## src/rtl/keyed_wdog_pkg.sv

```systemverilog
package keyed_wdog_pkg;

    localparam int BUS_AW = 5;
    localparam int BUS_DW = 32;

    localparam logic [BUS_AW-1:0] OFS_KEY   = 5'h00;
    localparam logic [BUS_AW-1:0] OFS_PSC   = 5'h04;
    localparam logic [BUS_AW-1:0] OFS_RLD   = 5'h08;
    localparam logic [BUS_AW-1:0] OFS_STAT  = 5'h0C;
    localparam logic [BUS_AW-1:0] OFS_WIN   = 5'h10;
    localparam logic [BUS_AW-1:0] OFS_EARLY = 5'h14;

    localparam int EARLY_EN_BIT  = 15;
    localparam int EARLY_ACK_BIT = 14;

    localparam logic [15:0] KEY_ACCESS = 16'h5555;
    localparam logic [15:0] KEY_KICK   = 16'hAAAA;
    localparam logic [15:0] KEY_ARM    = 16'hCCCC;

    typedef enum logic [2:0] {
        KEV_NONE,
        KEV_ACCESS,
        KEV_KICK,
        KEV_ARM,
        KEV_OTHER
    } key_evt_e;

    typedef struct packed {
        logic              wr;
        logic [BUS_AW-1:0] addr;
        logic [BUS_DW-1:0] data;
    } bus_req_t;

    function automatic key_evt_e decode_key(input logic [15:0] v);
        case (v)
            KEY_ACCESS: return KEV_ACCESS;
            KEY_KICK:   return KEV_KICK;
            KEY_ARM:    return KEV_ARM;
            default:    return KEV_OTHER;
        endcase
    endfunction

    function automatic int clamp_log(input int code, input int shift, input int max_log);
        int s;
        s = code + shift;
        return (s > max_log) ? max_log : s;
    endfunction

endpackage

```

## src/rtl/keyed_wdog_shadow.sv

```systemverilog
module keyed_wdog_shadow #(
    parameter int W = 12,
    parameter int DELAY = 4,
    parameter logic [W-1:0] RST_VAL = '0
) (
    input  logic         clk,
    input  logic         rst,
    input  logic         we,
    input  logic [W-1:0] wdata,
    output logic [W-1:0] shadow,
    output logic [W-1:0] active,
    output logic         pending
);
    localparam int DLY_W = $clog2(DELAY + 1);

    logic [DLY_W-1:0] dly;

    always_ff @(posedge clk) begin
        if (rst) begin
            shadow <= RST_VAL;
            active <= RST_VAL;
            dly    <= '0;
        end else if (we) begin
            shadow <= wdata;
            dly    <= DLY_W'(DELAY);
        end else if (dly != '0) begin
            dly <= dly - 1'b1;
            if (dly == DLY_W'(1)) active <= shadow;
        end
    end

    assign pending = (dly != '0);

    p_write_pends_r7: assert property (@(posedge clk) disable iff (rst)
        we |=> pending);
    p_active_quiet_r7: assert property (@(posedge clk) disable iff (rst)
        (pending && !we && $past(pending)) |=> (pending || active == shadow));
endmodule

```

## src/rtl/keyed_wdog_regs.sv

```systemverilog
module keyed_wdog_regs
    import keyed_wdog_pkg::*;
#(
    parameter int CNT_W = 12,
    parameter int PSC_W = 4,
    parameter int UPD_DELAY = 4
) (
    input  logic              clk,
    input  logic              rst,
    input  logic              bus_sel,
    input  bus_req_t          req,
    output logic [BUS_DW-1:0] rdata,
    output key_evt_e          key_evt,
    output logic [PSC_W-1:0]  psc_active,
    output logic [CNT_W-1:0]  rld_active,
    output logic [CNT_W-1:0]  thr,
    output logic              early_en,
    output logic              ack
);
    logic             wr, unlocked;
    logic             psc_we, rld_we, early_we;
    logic [PSC_W-1:0] psc_sh;
    logic [CNT_W-1:0] rld_sh;
    logic             psc_pend, rld_pend;

    assign wr       = bus_sel && req.wr;
    assign key_evt  = (wr && req.addr == OFS_KEY) ? decode_key(req.data[15:0]) : KEV_NONE;
    assign psc_we   = wr && unlocked && req.addr == OFS_PSC;
    assign rld_we   = wr && unlocked && req.addr == OFS_RLD;
    assign early_we = wr && unlocked && req.addr == OFS_EARLY;
    assign ack      = wr && req.addr == OFS_EARLY && req.data[EARLY_ACK_BIT];

    always_ff @(posedge clk) begin
        if (rst) begin
            unlocked <= 1'b0;
            thr      <= '0;
            early_en <= 1'b0;
        end else begin
            if (key_evt != KEV_NONE) unlocked <= (key_evt == KEV_ACCESS);
            if (early_we) begin
                thr      <= req.data[CNT_W-1:0];
                early_en <= req.data[EARLY_EN_BIT];
            end
        end
    end

    keyed_wdog_shadow #(.W(PSC_W), .DELAY(UPD_DELAY), .RST_VAL('0)) psc_sh_i (
        .clk(clk), .rst(rst), .we(psc_we), .wdata(req.data[PSC_W-1:0]),
        .shadow(psc_sh), .active(psc_active), .pending(psc_pend)
    );

    keyed_wdog_shadow #(.W(CNT_W), .DELAY(UPD_DELAY), .RST_VAL({CNT_W{1'b1}})) rld_sh_i (
        .clk(clk), .rst(rst), .we(rld_we), .wdata(req.data[CNT_W-1:0]),
        .shadow(rld_sh), .active(rld_active), .pending(rld_pend)
    );

    always_comb begin
        rdata = '0;
        case (req.addr)
            OFS_PSC:   rdata = BUS_DW'(psc_sh);
            OFS_RLD:   rdata = BUS_DW'(rld_sh);
            OFS_STAT:  rdata = BUS_DW'({rld_pend, psc_pend});
            OFS_EARLY: begin
                rdata[CNT_W-1:0]    = thr;
                rdata[EARLY_EN_BIT] = early_en;
            end
            default:   rdata = '0;
        endcase
    end

    p_locked_psc_r2: assert property (@(posedge clk) disable iff (rst)
        !unlocked |=> $stable(psc_sh));
    p_locked_rld_r2: assert property (@(posedge clk) disable iff (rst)
        !unlocked |=> $stable(rld_sh));
endmodule

```

## src/rtl/keyed_wdog_prescale.sv

```systemverilog
module keyed_wdog_prescale
    import keyed_wdog_pkg::*;
#(
    parameter int PSC_W = 4,
    parameter int PSC_SHIFT = 2,
    parameter int MAX_LOG = 10
) (
    input  logic             clk,
    input  logic             rst,
    input  logic             run,
    input  logic             restart,
    input  logic [PSC_W-1:0] code,
    output logic             tick
);
    localparam int LOG_W = $clog2(MAX_LOG + 1);

    logic [MAX_LOG-1:0] pcnt, mask;
    logic [LOG_W-1:0]   div_log;

    always_comb begin
        div_log = LOG_W'(clamp_log(int'(code), PSC_SHIFT, MAX_LOG));
        mask    = {MAX_LOG{1'b1}} >> (LOG_W'(MAX_LOG) - div_log);
    end

    assign tick = run && (pcnt >= mask);

    always_ff @(posedge clk) begin
        if (rst || restart) pcnt <= '0;
        else if (run)       pcnt <= tick ? '0 : pcnt + 1'b1;
    end

    p_tick_gap_r4: assert property (@(posedge clk) disable iff (rst)
        (tick && !restart) |=> !tick);
    p_idle_quiet_r3: assert property (@(posedge clk) disable iff (rst)
        !run |-> !tick);
endmodule

```

## src/rtl/keyed_wdog_counter.sv

```systemverilog
module keyed_wdog_counter
    import keyed_wdog_pkg::*;
#(
    parameter int CNT_W = 12
) (
    input  logic             clk,
    input  logic             rst,
    input  key_evt_e         key_evt,
    input  logic             tick,
    input  logic [CNT_W-1:0] rld,
    input  logic [CNT_W-1:0] thr,
    input  logic             early_en,
    input  logic             ack,
    output logic             running,
    output logic             restart,
    output logic             early_irq,
    output logic             rst_req
);
    logic             arm, kick, step, expire, hit;
    logic [CNT_W-1:0] cnt, step_val;

    assign arm      = (key_evt == KEV_ARM) && !running;
    assign kick     = (key_evt == KEV_KICK);
    assign restart  = arm || kick;
    assign step     = running && tick && !kick;
    assign expire   = step && (cnt == '0);
    assign step_val = (cnt == '0) ? rld : cnt - 1'b1;
    assign hit      = step && early_en && (step_val == thr);

    always_ff @(posedge clk) begin
        if (rst) begin
            running   <= 1'b0;
            cnt       <= '1;
            rst_req   <= 1'b0;
            early_irq <= 1'b0;
        end else begin
            rst_req <= expire;
            if (arm) running <= 1'b1;
            if (restart)   cnt <= rld;
            else if (step) cnt <= step_val;
            if (hit)      early_irq <= 1'b1;
            else if (ack) early_irq <= 1'b0;
        end
    end

    p_run_sticky_r3: assert property (@(posedge clk) disable iff (rst)
        running |=> running);
    p_no_req_idle_r3: assert property (@(posedge clk) disable iff (rst)
        !running |-> !rst_req);
    p_pulse_single_r5: assert property (@(posedge clk) disable iff (rst)
        rst_req |=> !rst_req);
    p_kick_no_req_r6: assert property (@(posedge clk) disable iff (rst)
        kick |=> !rst_req);
    p_irq_hold_r8: assert property (@(posedge clk) disable iff (rst)
        (early_irq && !ack) |=> early_irq);
    p_irq_clear_r9: assert property (@(posedge clk) disable iff (rst)
        $fell(early_irq) |-> $past(ack));
endmodule

```

## src/rtl/keyed_wdog.sv

```systemverilog
module keyed_wdog
    import keyed_wdog_pkg::*;
#(
    parameter int CNT_W = 12,
    parameter int PSC_W = 4,
    parameter int PSC_SHIFT = 2,
    parameter int PSC_MAX_LOG = 10,
    parameter int UPD_DELAY = 4
) (
    input  logic        clk,
    input  logic        rst,
    input  logic        bus_sel,
    input  logic        bus_wr,
    input  logic [4:0]  bus_addr,
    input  logic [31:0] bus_wdata,
    output logic [31:0] bus_rdata,
    output logic        early_irq,
    output logic        rst_req
);
    bus_req_t         req;
    key_evt_e         key_evt;
    logic [PSC_W-1:0] psc_active;
    logic [CNT_W-1:0] rld_active, thr;
    logic             early_en, ack, running, restart, tick;

    assign req = '{wr: bus_wr, addr: bus_addr, data: bus_wdata};

    keyed_wdog_regs #(.CNT_W(CNT_W), .PSC_W(PSC_W), .UPD_DELAY(UPD_DELAY)) regs_i (
        .clk(clk), .rst(rst), .bus_sel(bus_sel), .req(req), .rdata(bus_rdata),
        .key_evt(key_evt), .psc_active(psc_active), .rld_active(rld_active),
        .thr(thr), .early_en(early_en), .ack(ack)
    );

    keyed_wdog_prescale #(.PSC_W(PSC_W), .PSC_SHIFT(PSC_SHIFT), .MAX_LOG(PSC_MAX_LOG)) psc_i (
        .clk(clk), .rst(rst), .run(running), .restart(restart),
        .code(psc_active), .tick(tick)
    );

    keyed_wdog_counter #(.CNT_W(CNT_W)) cnt_i (
        .clk(clk), .rst(rst), .key_evt(key_evt), .tick(tick), .rld(rld_active),
        .thr(thr), .early_en(early_en), .ack(ack), .running(running),
        .restart(restart), .early_irq(early_irq), .rst_req(rst_req)
    );
endmodule

```

## config.mk

```make
export PLATFORM = sky130hd
export DESIGN_NAME = keyed_wdog
export DESIGN_NICKNAME = d
export VERILOG_FILES = /design/src/rtl/keyed_wdog_pkg.sv /design/src/rtl/keyed_wdog_shadow.sv /design/src/rtl/keyed_wdog_regs.sv /design/src/rtl/keyed_wdog_prescale.sv /design/src/rtl/keyed_wdog_counter.sv /design/src/rtl/keyed_wdog.sv
export SDC_FILE = /design/constraint.sdc
export NUM_CORES = 1
export LEC_CHECK = 0
export BUFFER_PORTS_ARGS = -buffer_cell sky130_fd_sc_hd__clkbuf_2
export CAP_MARGIN = 20
export CORE_ASPECT_RATIO = 1.2
export CORE_UTILIZATION = 40
export CTS_CLUSTER_SIZE = 16
export DETAILED_ROUTE_END_ITERATION = 7
export PLACE_DENSITY = 0.73
export SYNTH_ARGS = -nofsm -noshare
export SYNTH_HDL_FRONTEND = slang
export SYNTH_SLANG_ARGS = --single-unit
export TNS_END_PERCENT = 100
```

## constraint.sdc

```tcl
create_clock -name clk -period 3.51 [get_ports clk]
set_input_delay 0.702 -clock clk [delete_from_list [all_inputs] [get_ports clk]]
set_output_delay 0.702 -clock clk [all_outputs]
set_load 0.005 [all_outputs]
```

## After elaboration in Yosys (flattened, before gate mapping)

Cells that the tools add are included.

| operators by class | value |
|---|---|
| bitwise operators | 2 |
| multiplexer cells | 15 |
| magnitude comparators | 2 |
| add/sub/neg operators | 6 |
| shift-type cells | 1 |
| equality and inequality tests | 13 |
| reduce and logical (&&, ||, !) cells | 32 |

Operator list:

| kind | count |
|---|---|
| $pmux 12 s4 | 1 |
| $mux 12 | 3 |
| $eq 16x16->1 const B | 2 |
| $eq 16x15->1 const B | 1 |
| $logic_and 1x1->1 | 15 |
| $mux 3 | 5 |
| $eq 12x12->1 | 1 |
| $logic_not 12->1 | 1 |
| $sub 12x1->12 const B | 1 |
| $add 10x1->10 const B | 1 |
| $eq 5x4->1 const B | 2 |
| $ge 10x10->1 | 1 |
| $mux 10 | 1 |
| $shr 10x4->10 const A | 1 |
| $eq 3x1->1 const B | 3 |
| $pmux 3 s3 | 1 |
| $reduce_bool 3->1 | 3 |
| $reduce_bool 2->1 | 4 |
| $eq 3x2->1 const B | 2 |
| $reduce_and 3->1 | 2 |
| $sub 3x1->3 const B | 2 |
| $add 4x2->5 const B | 1 |
| $eq 5x3->1 const B | 1 |
| $eq 5x5->1 const B | 1 |
| 9 further kinds | 15 |

| word-level totals | value |
|---|---|
| output and inout bits | 34 |
| flip-flop bits (word level) | 77 |
| logic and storage cells | 87 |
| input bits | 41 |

## Logic depth before layout (Yosys ltp)

| depth | value |
|---|---|
| word-level depth | 12 |
| gate-level depth with buffers | 20 |
| mapped depth without buffers | 18 |

## Hierarchy

Synthesis repeated with hierarchy kept, for this count alone.

| second synthesis, totals | value |
|---|---|
| cell total of the unflattened synthesis | 541 |
| area, all modules | 4825.9 µm² |

By module, submodules not included:

| module | sequential area each (µm²) | instances | area each (µm²) | cells an instance |
|---|---|---|---|---|
| keyed_wdog_counter | 300.3 | 1 | 1226.2 | 152 |
| keyed_wdog_shadow at regs_i.rld_sh_i | 540.5 | 1 | 1119.8 | 112 |
| keyed_wdog_regs | 280.3 | 1 | 1046.0 | 116 |
| keyed_wdog_prescale | 200.2 | 1 | 913.4 | 111 |
| keyed_wdog_shadow at regs_i.psc_sh_i | 220.2 | 1 | 520.5 | 50 |

## Least setup slack after synthesis

No wires, ideal clock.

| timing | value |
|---|---|
| path type | reg2reg |
| from | register regs_i.psc_sh_i.active[1] |
| to | register cnt_i.cnt[3] |
| stages on the path, launching flop included | 17 |
| buffers on the path | 2 |
| setup slack | 0.055 ns |
| data required time | 3.377 ns |
| clock period less this slack | 3.455 ns |
| data arrival time | 3.322 ns |
| setup time | 0.133 ns |
| cell sequence | dfxtp_1 ha_1 nor2b_1 o21ai_0 ha_1 inv_1 ha_1 or3_1 ha_1 nand2_1 o21ai_0 a22o_1 clkbuf_1 clkbuf_1 o21ai_0 a32oi_1 o21ai_0 |

| between the ends | value |
|---|---|
| cells in the longest elaborated chain, start to end | 10 |

RTL lines:

| element | line | RTL |
|---|---|---|
| start, declared | keyed_wdog_shadow.sv:11 | `output logic [W-1:0] active,` |
| start signal, assigned | keyed_wdog_shadow.sv:28 | `if (dly == DLY_W'(1)) active <= shadow;` |
| $add 4x2->5 (*) | keyed_wdog_pkg.sv:45 | `s = code + shift;` |
| $gt 5x4->1 | keyed_wdog_pkg.sv:46 | `return (s > max_log) ? max_log : s;` |
| $mux 4 (*) | keyed_wdog_pkg.sv:46 |  |
| $sub 4x4->4 (*) | keyed_wdog_prescale.sv:22 | `mask = {MAX_LOG{1'b1}} >> (LOG_W'(MAX_LOG) - div_log);` |
| $shr 10x4->10 (*) | keyed_wdog_prescale.sv:22 |  |
| $ge 10x10->1 (*) | keyed_wdog_prescale.sv:25 | `assign tick = run && (pcnt >= mask);` |
| $logic_and 1x1->1 (*) | keyed_wdog_prescale.sv:25 |  |
| $logic_and 1x1->1 (*) (2 in series) | keyed_wdog_counter.sv:25 | `assign step = running && tick && !kick;` |
| $reduce_bool 2->1 (no source line) (*) | n/a |  |
| end signal, assigned | keyed_wdog_counter.sv:39 | `if (restart) cnt <= rld;` |
| end signal, assigned | keyed_wdog_counter.sv:40 | `else if (step) cnt <= step_val;` |
| end, declared | keyed_wdog_counter.sv:20 | `logic [CNT_W-1:0] cnt, step_val;` |

Mark *: on every way between the ends. The rest lies on a longest branch, timed or not.
A chain may end at the register's enable or synchronous reset.

## Worst setup path after layout

| timing | value |
|---|---|
| from | register regs_i.psc_sh_i.active[2] |
| to | register cnt_i.cnt[6] |

Same word-level chain as after synthesis.

==> qor.csv <==
stage,metric,value,unit
flow_run,max-cap viol count,0,
pwr,Static Leakage,2.27,nW
sta,Final Skew,5.50,ps
pwr,maximum VDD drop,0.274,mV
setup_path,CP Cell Sequence,"ha_1, nor2b_1, o21ai_1, ha_1, inv_1, ha_1, nand2_1, nand2_1, ha_1, o21a_1, a21oi_2, o21ai_1, a22o_1, buf_12, a21o_1, a221oi_2, o31ai_1",
global_route,gr usage total,19.3,%
sta,Max-slew headroom,46.0,%
global_route,first-pass GRT wire length,18500,µm
setup_path,cell at the slowest stage of the critical path,dfxtp_2,
synth,Synth Instances,542,
worst_hold_path,Worst Hold Path EP,regs_i.rld_sh_i.shadow[6]$_SDFFE_PP1P_,
clock_tree,H-tree depth,3,
pwr,PwrDens,407,nW/µm²
synth,average size of a mapped cell,8.49,µm²
clock_tree,Clock Tree Root,clkbuf_16,
clock_tree,CTS Buffer Depth,2,
worst_hold_path,hold path startpoint,regs_i.rld_sh_i.shadow[6]$_SDFFE_PP1P_,
detailed_routing,wire per inst,15.0,µm
detailed_routing,via count,4061,
final_layout,Finished Layout Cells,743,
sta,final hold vios,0,
setup_path,reg2reg start,regs_i.psc_sh_i.active[2]$_SDFFE_PP0P_,
setup_path,Crit path required time,3700,ps
detailed_routing,Routed WL,11100,µm
setup_path,flop2flop setup slack,150,ps
setup_path,crit path launch type,register,
sta,final setup vio count,0,
sta,fmax,0.297,GHz
place,gpl congestion,0.908,
floorplanning,die area,11900,µm²
detailed_routing,DRC errors left,0,
final_layout,synthesis-to-layout area growth,16.1,%
clock_tree,CTS tree,yes,
sta,Worst Tran Pin Value,811,ps
synth,post-synthesis sequential area ratio,33.5,%
floorplanning,# rows,42,
setup_path,crit end category,register,
setup_path,Worst path depth,17,
synth,synthesis-stage register bit count,77,
place,placed insts,722,
global_route,largest net degree at the start of global routing,38,
status,status,completed,
sta,Slew Limit Fails,0,
floorplanning,Initial Util,41.3,%
synth,number of synthesized flops with an enable pin,0,
sta,smallest hold slack,514,ps
setup_path,Critical Path AT,3550,ps
synth,Synth async-reset ratio,0,%
worst_hold_path,min-delay worst type,register to register,
setup_path,Setup Crit Path Kind,register to register,
clock_tree,Clock Latency Late Sink,330,ps
detailed_routing,Vias/cell,5.47,
floorplanning,Die Y,120,µm
final_layout,Final Util,48.0,%
floorplanning,Core Region,11100,µm²
synth,cell area after synthesis,4600,µm²
floorplanning,number of I/O pins,75,
clock_tree,clock sink total,77,
floorplanning,die width,99.9,µm
setup_path,reg2reg end,cnt_i.cnt[6]$_SDFFE_PP1P_,
clock_tree,# hold bufs at CTS,0,
clock_tree,CTS buffer count,9,
global_route,vias in the first global route,3814,
final_layout,layout cells sized above 1,16.1,%
clock_tree,Clock transition at path regs,60,ps
sta,fin crit share,95.8,%
worst_hold_path,WHS Path Cells,2,
detailed_routing,Iter 0 DRT Violations,266,
pwr,PnR Total Power,2.17,mW
final_layout,Final nets,652,
final_layout,diode count,0,
setup_path,Most Frequent Cell on Critical Path,ha_1,
synth,Cell variety after synth,61,
detailed_routing,Initial DRT Pass Iterations,4,
final_layout,FILL cells,1084,
setup_path,Crit path max-delay family,compound AO/OA/AOI/OAI gates,
synth,Ys Warns,0,
place,input/output buffers,39,
setup_path,worst reg2reg path depth,17,
synth,Synth Flop Type,dfxtp_1,
setup_path,Slowest Stage Delay on Critical Path,340,ps
global_route,initial antenna violation count,0,
place,DP HPWL,8070,µm
sta,fin crit period,3360,ps
setup_path,CP max FO,14,
detailed_routing,Routed Antenna Nets,0,
setup_path,CP Buf/Inv Count,2,
global_route,GRT overflow,0,
-- worst max path at each step --
stage / start / endpoint / slack, ps
6_report: regs_i.psc_sh_i.active[2]$_SDFFE_PP0P_ / cnt_i.cnt[6]$_SDFFE_PP1P_ / 150
5_1_grt: regs_i.psc_sh_i.active[2]$_SDFFE_PP0P_ / cnt_i.cnt[6]$_SDFFE_PP1P_ / -20
4_1_cts: regs_i.psc_sh_i.active[2]$_SDFFE_PP0P_ / cnt_i.cnt[6]$_SDFFE_PP1P_ / 10
3_5_place_dp: regs_i.psc_sh_i.active[2]$_SDFFE_PP0P_ / psc_i.pcnt[7]$_SDFFE_PP0P_ / -110
3_3_place_gp: regs_i.psc_sh_i.active[2]$_SDFFE_PP0P_ / psc_i.pcnt[3]$_SDFFE_PP0P_ / 30
2_1_floorplan: regs_i.psc_sh_i.active[1]$_SDFFE_PP0P_ / cnt_i.cnt[3]$_SDFFE_PP1P_ / 60
-- synthesized netlist by cell type (3+ instances only) --
| library cell | n | area share (%) |
|---|---|---|
| ha_1 | 26 | 7.1 |
| xor2_1 | 15 | 2.9 |
| nor2_1 | 61 | 5.0 |
| or3_1 | 4 | 0.54 |
| dfxtp_1 | 77 | 33 |
| nor3_1 | 13 | 1.4 |
| o21ai_0 | 20 | 2.2 |
| nand4_1 | 9 | 1.2 |
| a211oi_1 | 7 | 1.1 |
| buf_4 | 20 | 3.3 |
| clkbuf_1 | 15 | 1.2 |
| xnor2_1 | 11 | 2.1 |
| nor4_1 | 5 | 0.68 |
| nor4bb_1 | 4 | 0.87 |
| a31oi_1 | 3 | 0.41 |
| a21o_1 | 6 | 0.98 |
| o22ai_1 | 4 | 0.54 |
| inv_1 | 29 | 2.4 |
| and3_1 | 4 | 0.54 |
| mux2i_1 | 56 | 12 |
| nor3b_1 | 3 | 0.49 |
| nand3_1 | 9 | 0.98 |
| a21oi_1 | 21 | 2.3 |
| o211ai_1 | 3 | 0.49 |
| nand2_1 | 54 | 4.4 |
| a22o_1 | 9 | 1.7 |
| buf_2 | 6 | 0.65 |
-- metal layers --
layer	GRT usage (%)	vias to the layer above	routed length, µm
li1	-	1947	-
met1	24.2	1940	4880
met2	32.6	153	5480
met3	3.79	21	585
met4	6.99	0	206
met5	0	-	0
-- worst register-to-register path, cell delays in order (launching register included) --
cell and delay, ps:
dfxtp_2 340, ha_1 200, nor2b_1 130, o21ai_1 160, ha_1 200, inv_1 50
ha_1 320, nand2_1 80, nand2_1 60, ha_1 290, o21a_1 200, a21oi_2 130
o21ai_1 90, a22o_1 260, buf_12 160, a21o_1 180, a221oi_2 250, o31ai_1 120
-- stage by stage --
step	setup TNS (ps)	setup WS, ps	instance area (µm²)
after CTS	0	14.8	5260
after detailed placement	-1080	-105	4920
final	0	147	5350
after global routing	-22.4	-22.4	5350
after floorplan	0	55.3	4670
after global placement	0	29.5	4920
-- final cells by class --
class / count / area (µm²) / area share (%)
Multi-Input combinational cell: 408 / 2810 / 52.5
Sequential cell: 77 / 1540 / 28.9
Timing Repair Buffer: 59 / 358 / 6.69
Clock buffer: 12 / 267 / 4.98
Tap cell: 154 / 193 / 3.60
Inverter: 30 / 113 / 2.11
Clock inverter: 3 / 67.6 / 1.26
-- cell usage in the layout, fill, tap and decap left out, types with 3 or more instances in the layout --
cell       Yosys  routed
o21ai_0       20      16
nor3_1        13      13
nor4_1         5       5
nand4_1        9       9
xor2_1        15      15
nor3b_1        3       3
o211ai_1       3       3
o22ai_1        4       4
nand2_1       54      52
nor2_1        61      60
nand3_1        9       9
xnor2_1       11      11
a21o_1         6       6
o21ai_1        0       4
clkbuf_2       1      39
ha_1          26      25
a21oi_1       21      20
dfxtp_1       77      75
clkbuf_16      0       9
or3_1          4       4
and3_1         4       4
clkbuf_8       0       3
buf_4         20      19
a22o_1         9       9
conb_1         1      19
a211oi_1       7       7
mux2i_1       56      56
nor4bb_1       4       4
inv_1         29      29
a31oi_1        3       3
-- kinds of logic (layout without fill, tap and decap cells) --
logic type	count (synthesis)	after routing	share of synthesized area, %
muxes	57	57	12.4
xor gates and xnor gates	26	26	4.95
and+or+nand+nor	189	189	20.6
adders and majority gates	26	26	7.07
DFF	77	77	33.5
AOI/OAI and AO/OA	91	91	13.3
other	1	19	0.0815
buffers and inverters	75	104	8.10
-- flip-flops by register name, summed over array words and instances (netlist names) --
signal	count
cnt_i.early_irq	1
cnt_i.cnt	12
regs_i.psc_sh_i.shadow	4
regs_i.early_en	1
regs_i.unlocked	1
cnt_i.running	1
regs_i.rld_sh_i.dly	3
cnt_i.rst_req	1
regs_i.psc_sh_i.dly	3
regs_i.psc_sh_i.active	4
regs_i.rld_sh_i.shadow	12
psc_i.pcnt	10
regs_i.rld_sh_i.active	12
regs_i.thr	12
-- report_power, final --
part / switching (mW) / internal, mW
clock network: 0.359 / 0.677
registers: 0.0124 / 0.895
logic: 0.138 / 0.0924
total: 0.509 / 1.66
-- repair_timing --
item	4_1_cts	5_1_grt
endpoints found under the setup margin	14	21
resized for setup	2	12
setup buffers	0	6
pin swaps	0	1
hold endpoints to repair	0	0
Note: power is estimated with default switching activity, not from simulation.
